===== src/rtl/zcw_pkg.sv =====
package zcw_pkg;
    // Which source reloads the down-counter in a given cycle
    typedef enum logic [1:0] {
        LOAD_NONE  = 2'd0,
        LOAD_WRITE = 2'd1,
        LOAD_CROSS = 2'd2
    } load_src_e;

    localparam int unsigned ZCW_DEF_W = 12;
endpackage


===== src/rtl/zcw_limit_reg.sv =====
module zcw_limit_reg #(
    parameter int unsigned W = 12
) (
    input  logic         clk,
    input  logic         rst_n,
    input  logic         wr_i,
    input  logic [W-1:0] wdata_i,
    output logic [W-1:0] limit_o
);
    localparam logic [W-1:0] RST_VAL = {W{1'b1}};

    typedef struct packed {
        logic [W-1:0] lim;
    } lim_state_t;

    lim_state_t st_d, st_q;

    always_comb begin
        st_d = st_q;
        if (wr_i) begin
            st_d.lim = wdata_i;
        end
    end

    always_ff @(posedge clk or negedge rst_n) begin
        if (!rst_n) begin
            st_q.lim <= RST_VAL;
        end else begin
            st_q <= st_d;
        end
    end

    assign limit_o = st_q.lim;

    assert_store_R2: assert property (@(posedge clk) disable iff (!rst_n)
        wr_i |=> (limit_o == $past(wdata_i)));
endmodule


===== src/rtl/zcw_countdown.sv =====
module zcw_countdown
    import zcw_pkg::*;
#(
    parameter int unsigned W = 12
) (
    input  logic         clk,
    input  logic         rst_n,
    input  logic         tick_i,
    input  logic         zc_i,
    input  logic         wr_i,
    input  logic [W-1:0] wdata_i,
    input  logic [W-1:0] limit_i,
    output logic         expire_o
);
    localparam logic [W-1:0] CNT_RST = {W{1'b1}};
    localparam logic [W-1:0] CNT_ONE = {{(W-1){1'b0}}, 1'b1};
    localparam logic [W-1:0] CNT_ZERO = '0;

    typedef struct packed {
        logic [W-1:0] cnt;
        logic         armed;
    } cd_state_t;

    cd_state_t st_d, st_q;
    load_src_e load_src;
    logic      expire;

    // A write takes priority over a crossing
    always_comb begin
        if (wr_i) begin
            load_src = LOAD_WRITE;
        end else if (zc_i) begin
            load_src = LOAD_CROSS;
        end else begin
            load_src = LOAD_NONE;
        end
    end

    always_comb begin
        st_d   = st_q;
        expire = 1'b0;
        unique case (load_src)
            LOAD_WRITE: begin
                st_d.cnt   = wdata_i;
                st_d.armed = 1'b1;
            end
            LOAD_CROSS: begin
                st_d.cnt   = limit_i;
                st_d.armed = 1'b1;
            end
            default: begin
                if (tick_i && st_q.armed && (st_q.cnt <= CNT_ONE)) begin
                    expire     = 1'b1;
                    st_d.cnt   = CNT_ZERO;
                    st_d.armed = 1'b0;
                end else if (tick_i && (st_q.cnt != CNT_ZERO)) begin
                    st_d.cnt = st_q.cnt - CNT_ONE;
                end
            end
        endcase
    end

    always_ff @(posedge clk or negedge rst_n) begin
        if (!rst_n) begin
            st_q.cnt   <= CNT_RST;
            st_q.armed <= 1'b1;
        end else begin
            st_q <= st_d;
        end
    end

    assign expire_o = expire;

    assert_write_reload_R6: assert property (@(posedge clk) disable iff (!rst_n)
        wr_i |=> (st_q.cnt == $past(wdata_i)) && st_q.armed);

    assert_cross_reload_R3: assert property (@(posedge clk) disable iff (!rst_n)
        (zc_i && !wr_i) |=> (st_q.cnt == $past(limit_i)) && st_q.armed);

    assert_idle_hold_R5: assert property (@(posedge clk) disable iff (!rst_n)
        (!st_q.armed && !wr_i && !zc_i) |=> (st_q.cnt == CNT_ZERO) && !expire_o);

    assert_single_fire_R5: assert property (@(posedge clk) disable iff (!rst_n)
        expire_o |=> !st_q.armed);
endmodule


===== src/rtl/zcw_status.sv =====
module zcw_status (
    input  logic clk,
    input  logic rst_n,
    input  logic expire_i,
    input  logic clr_i,
    input  logic en_i,
    output logic stat_o,
    output logic irq_n_o
);
    typedef struct packed {
        logic flag;
    } stat_state_t;

    stat_state_t st_d, st_q;

    // Set wins over a clear in the same cycle; enable never gates the set
    always_comb begin
        st_d = st_q;
        if (expire_i) begin
            st_d.flag = 1'b1;
        end else if (clr_i) begin
            st_d.flag = 1'b0;
        end
    end

    always_ff @(posedge clk or negedge rst_n) begin
        if (!rst_n) begin
            st_q.flag <= 1'b0;
        end else begin
            st_q <= st_d;
        end
    end

    assign stat_o  = st_q.flag;
    assign irq_n_o = ~(st_q.flag & en_i);

    assert_set_any_enable_R7: assert property (@(posedge clk) disable iff (!rst_n)
        expire_i |=> stat_o);

    assert_clear_R9: assert property (@(posedge clk) disable iff (!rst_n)
        (clr_i && !expire_i) |=> (!stat_o && irq_n_o));

    assert_sticky_R5: assert property (@(posedge clk) disable iff (!rst_n)
        (!clr_i && !expire_i) |=> $stable(stat_o));
endmodule


===== src/rtl/zc_timeout_watchdog.sv =====
module zc_timeout_watchdog #(
    parameter int unsigned TMO_W = zcw_pkg::ZCW_DEF_W
) (
    input  logic             clk,
    input  logic             rst_n,
    input  logic             tick_i,
    input  logic             zc_i,
    input  logic             tmo_wr_i,
    input  logic [TMO_W-1:0] tmo_wdata_i,
    output logic [TMO_W-1:0] tmo_rdata_o,
    input  logic             irq_en_i,
    input  logic             stat_clr_i,
    output logic             stat_o,
    output logic             irq_n_o
);
    logic [TMO_W-1:0] limit_q;
    logic             expire;

    zcw_limit_reg #(.W(TMO_W)) limit_i (
        .clk     (clk),
        .rst_n   (rst_n),
        .wr_i    (tmo_wr_i),
        .wdata_i (tmo_wdata_i),
        .limit_o (limit_q)
    );

    zcw_countdown #(.W(TMO_W)) count_i (
        .clk      (clk),
        .rst_n    (rst_n),
        .tick_i   (tick_i),
        .zc_i     (zc_i),
        .wr_i     (tmo_wr_i),
        .wdata_i  (tmo_wdata_i),
        .limit_i  (limit_q),
        .expire_o (expire)
    );

    zcw_status status_i (
        .clk      (clk),
        .rst_n    (rst_n),
        .expire_i (expire),
        .clr_i    (stat_clr_i),
        .en_i     (irq_en_i),
        .stat_o   (stat_o),
        .irq_n_o  (irq_n_o)
    );

    assign tmo_rdata_o = limit_q;

    assert_no_tick_no_fire_R3: assert property (@(posedge clk) disable iff (!rst_n)
        (!tick_i && !stat_o && !stat_clr_i) |=> !stat_o);

    assert_irq_level_R8: assert property (@(posedge clk) disable iff (!rst_n)
        (stat_o && irq_en_i) |-> !irq_n_o);
endmodule


===== config.mk =====
export PLATFORM = sky130hd
export DESIGN_NAME = zc_timeout_watchdog
export DESIGN_NICKNAME = d
export VERILOG_FILES = /design/src/rtl/zcw_pkg.sv /design/src/rtl/zcw_limit_reg.sv /design/src/rtl/zcw_countdown.sv /design/src/rtl/zcw_status.sv /design/src/rtl/zc_timeout_watchdog.sv
export SDC_FILE = /design/constraint.sdc
export NUM_CORES = 1
export LEC_CHECK = 0
export BUFFER_PORTS_ARGS = -buffer_cell sky130_fd_sc_hd__buf_2
export CORE_MARGIN = 5
export CORE_UTILIZATION = 35
export DETAILED_ROUTE_END_ITERATION = 6
export PLACE_DENSITY = 0.59
export SYNTH_ARGS = -nofsm -noshare
export SYNTH_HDL_FRONTEND = slang
export SYNTH_SLANG_ARGS = --single-unit

===== constraint.sdc =====
create_clock -name clk -period 2.3 [get_ports clk]
set_input_delay 0.115 -clock clk [delete_from_list [all_inputs] [get_ports clk]]
set_output_delay 0.115 -clock clk [all_outputs]
set_load 0.01 [all_outputs]

; Word level (Yosys, flattened, before mapping)
; Cells that the tools add are included.
; Widths: inputs -> output; s select.
[word_totals]
regBits = 26
latch_bits = 0
ram_bits = 0
romBits = 0
input_bits = 19
output_inout_bits = 14
elab_cells = 28
n_memories = 0
[classes]
n_addsub = 1
n_mul = 0
n_div = 0
magnitude_cmp = 1
n_eq_ne = 2
shift = 0
n_mux = 10
n_bitwise = 2
n_reduce_logical = 8
[op_table]
columns = operator, count
row1 = $pmux 13 s2, 1
row2 = $mux 12, 2
row3 = $le 12x1->1 const B, 1
row4 = $reduce_bool 12->1, 1
row5 = $sub 12x1->12 const B, 1
row6 = $mux 1, 5
row7 = $mux 2, 2
row8 = $reduce_bool 4->1, 1
row9 = $logic_and 1x1->1, 3
row10 = $reduce_bool 3->1, 1
row11 = $eq 2x1->1 const B, 1
row12 = $eq 2x2->1 const B, 1
row13 = $reduce_bool 2->1, 1
row14 = $reduce_or 2->1, 1
row15 = $and 1x1->1, 1
row16 = $not 1->1, 1

; Longest topological paths before layout
; Gate-level depths: netlist of the first run.
[logic_depth]
word_depth = 6
depth_mapped = 8
depth_no_buf = 6

; By module
; From an unflattened synthesis of the first run, not the netlist that was laid out.
[unflattened]
cells_unflattened = 135
hier_area_um2 = 1567.8
[by_module_without_submodules]
columns = module, instances, cells_per_inst, area_per_inst_um2, seq_area_each_um2
row1 = zcw_countdown, 1, 106, 1028.5, 341.6
row2 = zcw_limit_reg, 1, 25, 499.2, 315.3
row3 = zcw_status, 1, 4, 40.0, 25.0

; Worst setup path before layout of the first run
; OpenSTA, ideal clock, no wires.
[synth_timing]
path_type = flip-flop to flip-flop
from = reg count_i.st_q[1] (netlist bit)
to = reg count_i.st_q[7] (netlist bit)
setup_ns = 0.075
t_arrival_ns = 2.034
t_required_ns = 2.225
path_slack_ns = 0.191
path_stages_with_launch = 9
path_buffers = 2
synth_period_minus_slack_ns = 2.109
cell_sequence = dfstp_2 -> inv_1 -> ha_1 -> buf_6 -> o211a_1 -> and4_1 -> clkbuf_1 -> or4_1 -> a2bb2oi_1
[synth_via]
elab_chain_len = 4
elab_cells_between_ends = 9
classes_between = 1 x add/sub / 1 x order compare / 3 x mux / 4 x reduce/logical
[synth_lines]
columns = item, line_no
row1 = from (decl), zcw_countdown.sv:24  ; cd_state_t st_d, st_q;
row2 = from (signal assigned), zcw_countdown.sv:68  ; st_q <= st_d;
row3 = $sub 12x1->12 or $le 12x1->1 (tied branches), "zcw_countdown.sv:57, zcw_countdown.sv:52"
row4 = $mux 12 or $logic_and 1x1->1 (tied branches), "zcw_countdown.sv:56, zcw_countdown.sv:52"
row5 = $mux 12, zcw_countdown.sv:52  ; if (tick_i && st_q.armed && (st_q.cnt <= CNT_ONE)) begin
row6 = $pmux 13 s2, zcw_countdown.sv:42  ; unique case (load_src)
; Several ways; a longest one is shown, not always the timed one. The select of a mux whose other input is x is not followed.
; A chain may end at the register's enable or synchronous reset.

; Worst setup path in the final report of the first run
; Ends and elaborated chain as after synthesis.

==> results.py, run 1 <==
metrics = {
    "synth": {
        "ys_seq_area_share_pct": 45.1,
        "ys.warnings.count": 0,
        "synth_async_sr_flop_share_pct": 100,
        "avgSynthCellArea_um2": 10.4,
        "syn_inst": 145,
        "netlist_area_mm2": 0.00151,
        "synth-seq-cells": 26,
        "syn_nets": 166,
        "synth_cell_types": 46,
        "synth_ff_type": "dfstp_2",
        "synth-edff-count": 0,
    },
    "timing": {
        "rsz0062_at_grt": "false",
        "min_period_over_period_pct": 89.0,
        "min_period_ns": 2.05,
        "tns_ns": 0,
        "layout_setup_ws_ns": 0.252,
        "slew-limit-headroom_pct": 61.4,
        "max_freq_mhz": 488,
        "max_slew.worst_pin.slew_ns": 0.574,
        "hold_violations": 0,
        "skew_ns": 0.00760,
        "maxSlewViolCount": 0,
        "setup_viol": 0,
        "fin_worst_hold_slack_ns": 0.0275,
    },
    "pwr": {
        "max-vdd-ir-drop_uv": 295,
        "switching_share_pct": 30.0,
        "seq_power_share_pct": 51.2,
        "switchingPower_mw": 0.356,
        "power_mw": 1.19,
        "power_density_mw_per_mm2": 668,
        "intPower_mw": 0.831,
        "p_leak_nw": 0.733,
        "p_clk_share_pct": 25.1,
        "combPwrFrac_pct": 23.7,
    },
    "place": {
        "dp_slack_ns": 0.283,
        "portBuffers": 32,
        "post-dp-hpwl_um": 2540,
        "dpl.cell_count": 221,
        "placed_area_mm2": 0.00171,
        "place_congestion": 0.835,
    },
    "cts": {
        "cts.repair.resized": 0,
        "cts_tree": "yes",
        "htreeDepth": 1,
        "root_buffer": "clkbuf_8",
        "clk_latency_ns": 0.27,
        "cts_setup_buffers": 0,
        "cts_made_buffers": 3,
        "cts.sinks": 26,
        "clk_pin_slew_ns": 0.09,
        "clockBufferDepth": 2,
        "cts_hold_buffers": 1,
    },
    "global_route": {
        "grt_pass1_vias": 1270,
        "globalRouteTotalUtil_pct": 13.5,
        "grt_max_degree": 27,
        "grt_pass1_wl_um": 5910,
        "antenna_found_initial": 0,
        "grt.overflow.total": 0,
    },
    "route": {
        "drt_iter0_drc": 72,
        "detail_route.vias_per_cell": 5.45,
        "ant_nets": 0,
        "dr.pass1.iters": 4,
        "post_drt_wl_per_cell_um": 15.5,
        "drc": 0,
        "vias": 1232,
        "drt-total-wl_um": 3510,
    },
    "setup_path": {
        "path_max_fanout": 7,
        "worstPathRequired_ns": 2.51,
        "path_class": "flop to flop",
        "end_kind": "flop",
        "arrival_ns": 2.26,
        "critPathLaunchType": "flop",
    },
    "final_layout": {
        "drive_above_1_share_pct": 47.2,
        "layout_common_cells": "32 x buf_2, 25 x dfstp_2, 12 x nand2_1, 12 x mux2_2, 12 x nor2_1",
        "stdcell_count": 226,
        "syn_to_final_growth_pct": 17.5,
        "utilization_pct": 43.5,
        "diodes": 0,
        "final_nets": 198,
        "n_fill_cell": 413,
        "post-route-cell-area_mm2": 0.00178,
        "layout_commonest_cell": "buf_2",
    },
    "floorplanning": {
        "dieHeight_um": 75.7,
        "die_area_mm2": 0.00573,
        "row_count": 23,
        "core_area_mm2": 0.00409,
        "initial_core_util_pct": 37.0,
        "chipWidth_um": 75.7,
        "ios": 33,
    },
    "flow_run": {
        "maxCapViolCount": 0,
    },
    "status": {
        "status": "complete, no violations",
    },
    "worst_hold_path": {
        "hp-class": "primary input to flop",
    },
}
power groups by stage:
| stage | logic [mW] | registers, mW | clock network, mW |
|---|---|---|---|
| floorplan | 0.195 | 0.607 | 0 |
| global placement | 0.276 | 0.611 | 0 |
| global route | 0.316 | 0.618 | 0.328 |
| finish | 0.282 | 0.607 | 0.298 |
| detailed placement | 0.281 | 0.614 | 0 |
| CTS | 0.283 | 0.607 | 0.308 |
worst max-delay path: stages (launching register included):
cell and delay [ns]:
dfstp_2 0.58, inv_1 0.05, ha_1 0.20, o211a_1 0.22, and4_1 0.26, or4_1 0.53, a2bb2oi_1 0.14
final cells by class:
type | instances | area, um2 | area share (%)
Sequential cell | 26 | 682 | 38.4
Inverter | 8 | 30.0 | 1.69
Tap cell | 50 | 62.6 | 3.52
Multi-Input combinational cell | 102 | 754 | 42.5
Clock buffer | 4 | 55.1 | 3.10
Timing Repair Buffer | 36 | 193 | 10.8
registers in the layout, indices dropped and copies added (netlist names):
name,cells
count_i.st_q,13
limit_i.limit_o,12
status_i.stat_o,1
synthesized netlist by cell type (3+ instances only):
cell type / count / area (um2)
a31oi_1: 3 / 18.8
inv_1: 8 / 30.0
buf_2: 3 / 15.0
dfstp_2: 25 / 657
nand4_1: 7 / 43.8
a21oi_1: 4 / 20.0
nor2_1: 12 / 45.0
mux2_2: 12 / 135
nand2_1: 12 / 45.0
or3_1: 3 / 18.8
clkbuf_1: 5 / 18.8
a2bb2oi_1: 4 / 35.0
o21ai_0: 3 / 15.0
a22oi_1: 3 / 22.5
final timing paths:
path	from	end	slack (ns)	depth (start not counted)
worst max-delay path	count_i.st_q[1]$_DFFE_PN1P_	count_i.st_q[7]$_DFFE_PN1P_	0.25	6
worst min register to register	count_i.st_q[0]$_DFFE_PN1P_	count_i.st_q[0]$_DFFE_PN1P_	0.48	2
min in group asynchronous	rst_n	status_i.stat_o$_DFFE_PN0P_	0.38	2
max in group asynchronous	rst_n	count_i.st_q[11]$_DFFE_PN1P_	1.54	2
worst max register to register	count_i.st_q[1]$_DFFE_PN1P_	count_i.st_q[7]$_DFFE_PN1P_	0.25	6
worst min-delay path	stat_clr_i	status_i.stat_o$_DFFE_PN0P_	0.03	2
per-layer routing:
metal | vias up | track usage (%) | share of wire, %
met3 | 5 | 2.37 | 5.3
met1 | 596 | 18.4 | 45
met4 | 0 | 4.85 | 1.5
li1 | 601 | - | -
met5 | - | 0 | 0
met2 | 30 | 21.5 | 49
cells by family after synthesis:
group | after synthesis | share of synthesized area [%]
AND/OR/NAND/NOR | 52 | 19.8
AO/OA/AOI/OAI | 33 | 17.6
flip-flops | 26 | 45.1
buffers and inverters | 17 | 4.97
multiplexers | 14 | 10.3
adder cells (fa/ha/maj) | 2 | 1.66
XOR/XNOR | 1 | 0.580
Note: power is estimated with default switching activity, not from simulation.
==> run 2, diff against run 1 <==
- ABC_AREA: not set -> 1
- CTS_CLUSTER_SIZE: not set -> 30
==> results.py, run 2 <==
metrics = {
    "status": {
        "status": "complete, no violations",
    },
    "final_layout": {
        "largest_register_ffs": 13,
        "layout_common_cells": "75 x nand2_1, 32 x buf_2, 25 x dfstp_2",
        "final_nets": 235,
        "largest-register": "count_i.st_q",
        "diodes": 0,
        "drive_above_1_share_pct": 38.5,
        "layout_commonest_cell": "nand2_1",
        "syn_to_final_growth_pct": 17.2,
        "utilization_pct": 42.8,
    },
    "route": {
        "drt-total-wl_um": 3070,
        "drc": 0,
        "ant_nets": 0,
        "vias": 1188,
        "drt_iter0_drc": 73,
        "post_drt_wl_per_cell_um": 11.7,
        "dr.pass1.iters": 4,
        "detail_route.vias_per_cell": 4.52,
    },
    "synth": {
        "yosys-top-cells-area": "dfstp_2 45%, nand2_1 19%, mux2_2 9.2%",
        "syn_inst": 180,
        "synth_async_sr_flop_share_pct": 100,
        "ys.warnings.count": 0,
        "synth_ff_type": "dfstp_2",
        "synth-seq-cells": 26,
        "synth.largest_area_cell": "dfstp_2",
        "syn_nets": 201,
        "netlist_area_mm2": 0.00147,
        "ys_seq_area_share_pct": 46.3,
        "synth.most_common_cell": "nand2_1",
        "synthTopCellsByCount": "75 x nand2_1, 25 x dfstp_2, 20 x nor2_1",
        "avgSynthCellArea_um2": 8.18,
        "synth_cell_types": 22,
        "synth-edff-count": 0,
        "synth_top_area_share_pct": 44.6,
    },
    "cts": {
        "clockBufferDepth": 2,
        "clk_latency_ns": 0.28,
        "cts.repair.resized": 0,
        "htreeDepth": 1,
        "clk_pin_slew_ns": 0.09,
        "cts.sinks": 26,
        "root_buffer": "clkbuf_8",
        "cts_made_buffers": 3,
        "cts_tree": "yes",
    },
    "timing": {
        "skew_ns": 0.00964,
        "hold_violations": 0,
        "rsz0062_at_grt": "false",
        "min_period_ns": 1.81,
        "tns_ns": 0,
        "slew-limit-headroom_pct": 63.7,
        "maxSlewViolCount": 0,
        "setup_viol": 0,
        "max_freq_mhz": 552,
        "max_slew.worst_pin.slew_ns": 0.545,
        "min_period_over_period_pct": 78.7,
    },
    "floorplanning": {
        "core_area_mm2": 0.00403,
        "row_count": 23,
        "initial_core_util_pct": 36.6,
        "ios": 33,
        "dieHeight_um": 74.9,
        "die_area_mm2": 0.00560,
        "chipWidth_um": 74.9,
    },
    "setup_path": {
        "arrival_ns": 2.02,
        "critPathLaunchType": "flop",
        "end_kind": "flop",
        "reg2reg_slack_ns": 0.49,
        "path_class": "flop to flop",
        "path_max_fanout": 14,
        "timing.rr.start": "count_i.st_q[1]$_DFFE_PN1P_",
        "rr_endpoint": "count_i.st_q[9]$_DFFE_PN1P_",
        "worstPathRequired_ns": 2.51,
        "reg2regPathDepth": 9,
    },
    "global_route": {
        "grt_max_degree": 27,
        "antenna_found_initial": 0,
        "globalRouteTotalUtil_pct": 12.5,
        "grt.overflow.total": 0,
        "grt_pass1_wl_um": 5360,
        "grt_pass1_vias": 1188,
    },
    "worst_hold_path": {
        "hp-class": "primary input to flop",
        "min_to": "status_i.stat_o$_DFFE_PN0P_",
        "min_path_cells": 2,
        "hold_start": "stat_clr_i",
    },
    "place": {
        "portBuffers": 32,
        "place_congestion": 0.820,
        "post-dp-hpwl_um": 2410,
    },
    "flow_run": {
        "maxCapViolCount": 0,
    },
    "pwr": {
        "power_density_mw_per_mm2": 658,
        "max-vdd-ir-drop_uv": 214,
        "p_leak_nw": 0.850,
    },
}
run 2: kinds of logic (layout without fill, tap and decap cells):
kind of cell / count (synthesis) / after routing / share of synthesized area [%]
AOI/OAI and AO/OA: 9 / 9 / 3.14
xor gates and xnor gates: 7 / 7 / 4.16
adders and majority gates: 2 / 2 / 1.70
buffers and inverters: 16 / 49 / 4.76
DFF: 26 / 26 / 46.3
muxes: 12 / 12 / 9.18
and+or+nand+nor: 108 / 108 / 30.8
run 2: metal layers:
layer / track usage (%) / part of all wire, % / vias up
met3: 2.00 / 6.0 / 5
met5: 0 / 0 / -
met4: 5.34 / 1.9 / 0
met2: 21.5 / 48 / 25
li1: - / - / 626
met1: 15.3 / 45 / 532
run 2: report_power, final:
| part | internal (mW) | total [mW] | switching (mW) |
|---|---|---|---|
| clock | 0.124 | 0.263 | 0.139 |
| combinational | 0.112 | 0.270 | 0.157 |
| sequential | 0.552 | 0.603 | 0.0505 |
| total | 0.789 | 1.14 | 0.346 |
run 2: how the worst max path moves through the flow:
stage,startpoint,to,cells after the start
detailed placement,count_i.st_q[1]$_DFFE_PN1P_,count_i.st_q[9]$_DFFE_PN1P_,9
global placement,count_i.st_q[1]$_DFFE_PN1P_,count_i.st_q[8]$_DFFE_PN1P_,9
floorplan,count_i.st_q[1]$_DFFE_PN1P_,count_i.st_q[10]$_DFFE_PN1P_,9
CTS,count_i.st_q[1]$_DFFE_PN1P_,count_i.st_q[9]$_DFFE_PN1P_,9
global route,count_i.st_q[1]$_DFFE_PN1P_,count_i.st_q[9]$_DFFE_PN1P_,9
finish,count_i.st_q[1]$_DFFE_PN1P_,count_i.st_q[9]$_DFFE_PN1P_,9
run 2: final cells by class:
cell class	count	area [um2]
fillers	408	2300
multi-input cells	138	721
flip-flops and latches	26	682
repair buffers	33	170
well taps	50	62.6
clock buffers	4	45.0
inverters	12	45.0
run 2: what timing repair did:
item | 4_1_cts | 5_1_grt
hold buffers | 1 | 0
setup endpoints to repair | 0 | 0
hold endpoints to repair | 1 | 0
setup buffers | 0 | 0
run 2: worst max-delay path, cell delays in order (launching register included):
cell and delay, ns:
dfstp_2 0.56, inv_1 0.06, ha_1 0.28, o21ai_1 0.15
nor2_1 0.06, nand2_2 0.11, nand3_4 0.18, inv_2 0.20
nand2_1 0.07, nand2_1 0.08
run 2: metrics by stage:
step / hold WS [ns] / setup slack, ns / instance area [um2] / instances / power [mW]
after floorplan: -0.181 / 0.735 / 1470 / 180 / 0.792
after CTS: 0.0257 / 0.484 / 1730 / 263 / 1.16
after global routing: 0.0220 / 0.312 / 1730 / 263 / 1.23
after global placement: 0.145 / 0.544 / 1670 / 258 / 0.879
after detailed placement: 0.140 / 0.511 / 1670 / 258 / 0.882
final: 0.0233 / 0.489 / 1730 / 263 / 1.14
==> run 3, diff against run 2 <==
- ABC_AREA: 1 -> 0
- clock period: 2.3 -> 1.6 ns (I/O delays scaled with it)
==> results.py, run 3 (same netlist as run 1, synthesis figures left out) <==
metrics = {
    "route": {
        "vias": 1386,
        "drt_iter0_drc": 61,
        "detail_route.vias_per_cell": 5.35,
        "ant_nets": 0,
        "post_drt_wl_per_cell_um": 15.7,
        "drt-total-wl_um": 4060,
        "drc": 0,
        "dr.pass1.iters": 4,
    },
    "cts": {
        "cts.sinks": 26,
        "clk_latency_ns": 0.27,
        "clockBufferDepth": 2,
        "clk_pin_slew_ns": 0.09,
        "cts_tree": "yes",
        "htreeDepth": 1,
        "cts_made_buffers": 3,
        "root_buffer": "clkbuf_8",
    },
    "timing": {
        "max_freq_mhz": 555,
        "tns_ns": -1.41,
        "rsz0062_at_grt": "true",
        "hold_violations": 0,
        "layout_setup_ws_ns": -0.202,
        "min_period_over_period_pct": 113,
        "setup_viol": 11,
        "slew-limit-headroom_pct": 61.2,
        "maxSlewViolCount": 0,
        "max_slew.worst_pin.slew_ns": 0.583,
        "min_period_ns": 1.80,
        "fin_worst_hold_slack_ns": 0.0537,
        "skew_ns": 0.00189,
    },
    "setup_path": {
        "cp_top_family": "flip-flops",
        "arrival_ns": 2.01,
        "path_max_fanout": 4,
        "worst-path-buf-inv": 1,
        "end_kind": "flop",
        "worst_path_largest_cell_delay_ns": 0.55,
        "critPathLaunchType": "flop",
        "slowest_stage": "dfstp_2",
        "worstPathRequired_ns": 1.81,
        "crit_top_cell": "o211a_1",
        "path_class": "flop to flop",
        "crit_chain": "inv_2, ha_4, o211a_1, and4_4, or3_4, o211a_1",
    },
    "final_layout": {
        "syn_to_final_growth_pct": 45.1,
        "post-route-cell-area_mm2": 0.00219,
        "stdcell_count": 259,
        "largest_register_ffs": 13,
        "largest-register": "count_i.st_q",
        "layout_commonest_cell": "buf_2",
        "final_nets": 231,
        "layout_common_cells": "32 x buf_2, 29 x buf_4, 25 x dfstp_2",
        "drive_above_1_share_pct": 64.1,
        "diodes": 0,
        "utilization_pct": 53.7,
    },
    "place": {
        "dpl.cell_count": 245,
        "post-dp-hpwl_um": 2880,
        "dp_slack_ns": -0.397,
        "portBuffers": 32,
        "placed_area_mm2": 0.00191,
        "place_congestion": 0.857,
    },
    "floorplanning": {
        "initial_core_util_pct": 37.0,
        "ios": 33,
        "core_area_mm2": 0.00409,
        "chipWidth_um": 75.7,
        "die_area_mm2": 0.00573,
        "dieHeight_um": 75.7,
        "row_count": 23,
    },
    "global_route": {
        "grt_max_degree": 27,
        "grt.overflow.total": 0,
        "grt_pass1_vias": 1499,
        "grt_pass1_wl_um": 6690,
        "antenna_found_initial": 0,
        "globalRouteTotalUtil_pct": 15.3,
    },
    "pwr": {
        "max-vdd-ir-drop_uv": 559,
        "power_density_mw_per_mm2": 864,
        "p_leak_nw": 0.928,
        "power_mw": 1.89,
    },
    "status": {
        "violations": "negative setup slack",
        "status": "complete, but fails checks",
    },
    "worst_hold_path": {
        "hp-class": "primary input to flop",
    },
    "flow_run": {
        "maxCapViolCount": 0,
    },
}
[run 3: cell count changes in the layout (fill, tap and decap cells not counted), moves of 3 or more]
cell	previous run	this run
buf_6	0	6
buf_4	0	29
a2bb2oi_1	0	3
nand2_1	75	10
a21oi_1	0	3
xor2_1	6	0
a22oi_1	0	3
inv_1	10	6
nor2_1	20	12
o21ai_0	7	1
nand4_1	0	7
[run 3: per-layer routing]
metal / GRT usage [%] / share of wire [%]
met1: 18.6 / 43
met2: 26.4 / 50
met3: 2.64 / 4.5
met4: 6.80 / 2.8
met5: 0 / 0
[run 3: where the power goes]
part | internal (mW) | switching (mW) | total [mW]
Clock | 0.178 | 0.202 | 0.380
Sequential | 0.786 | 0.0639 | 0.850
Combinational | 0.342 | 0.323 | 0.664
[run 3: path summary, 6_finish.rpt]
check	cells past startpoint	endpoint	slack [ns]	startpoint
setup / recovery	6	count_i.st_q[3]$_DFFE_PN1P_	-0.20	count_i.st_q[2]$_DFFE_PN1P_
hold / removal	2	limit_i.limit_o[9]$_DFFE_PN1P_	0.05	tmo_wdata_i[9]
setup reg to reg	6	count_i.st_q[3]$_DFFE_PN1P_	-0.20	count_i.st_q[2]$_DFFE_PN1P_
hold reg to reg	2	count_i.st_q[0]$_DFFE_PN1P_	0.47	count_i.st_q[0]$_DFFE_PN1P_
max in group asynchronous	2	limit_i.limit_o[7]$_DFFE_PN1P_	0.88	rst_n
min in group asynchronous	2	status_i.stat_o$_DFFE_PN0P_	0.35	rst_n
[run 3: layout make-up]
type,count,area (um2)
fill,382,1890
multi-input combinational,102,908
sequential,26,682
timing repair buffer,69,465
tap,50,62.6
clock buffer,4,45.0
inverter,8,30.0
[run 3: repair_timing]
action / CTS / global route
setup buffers: 3 / 5
endpoints found under the hold margin: 2 / 0
hold buffers: 2 / 0
pin swaps: 13 / 8
gates cloned: 0 / 0
endpoints found under the setup margin: 11 / 13
resized for setup: 18 / 12
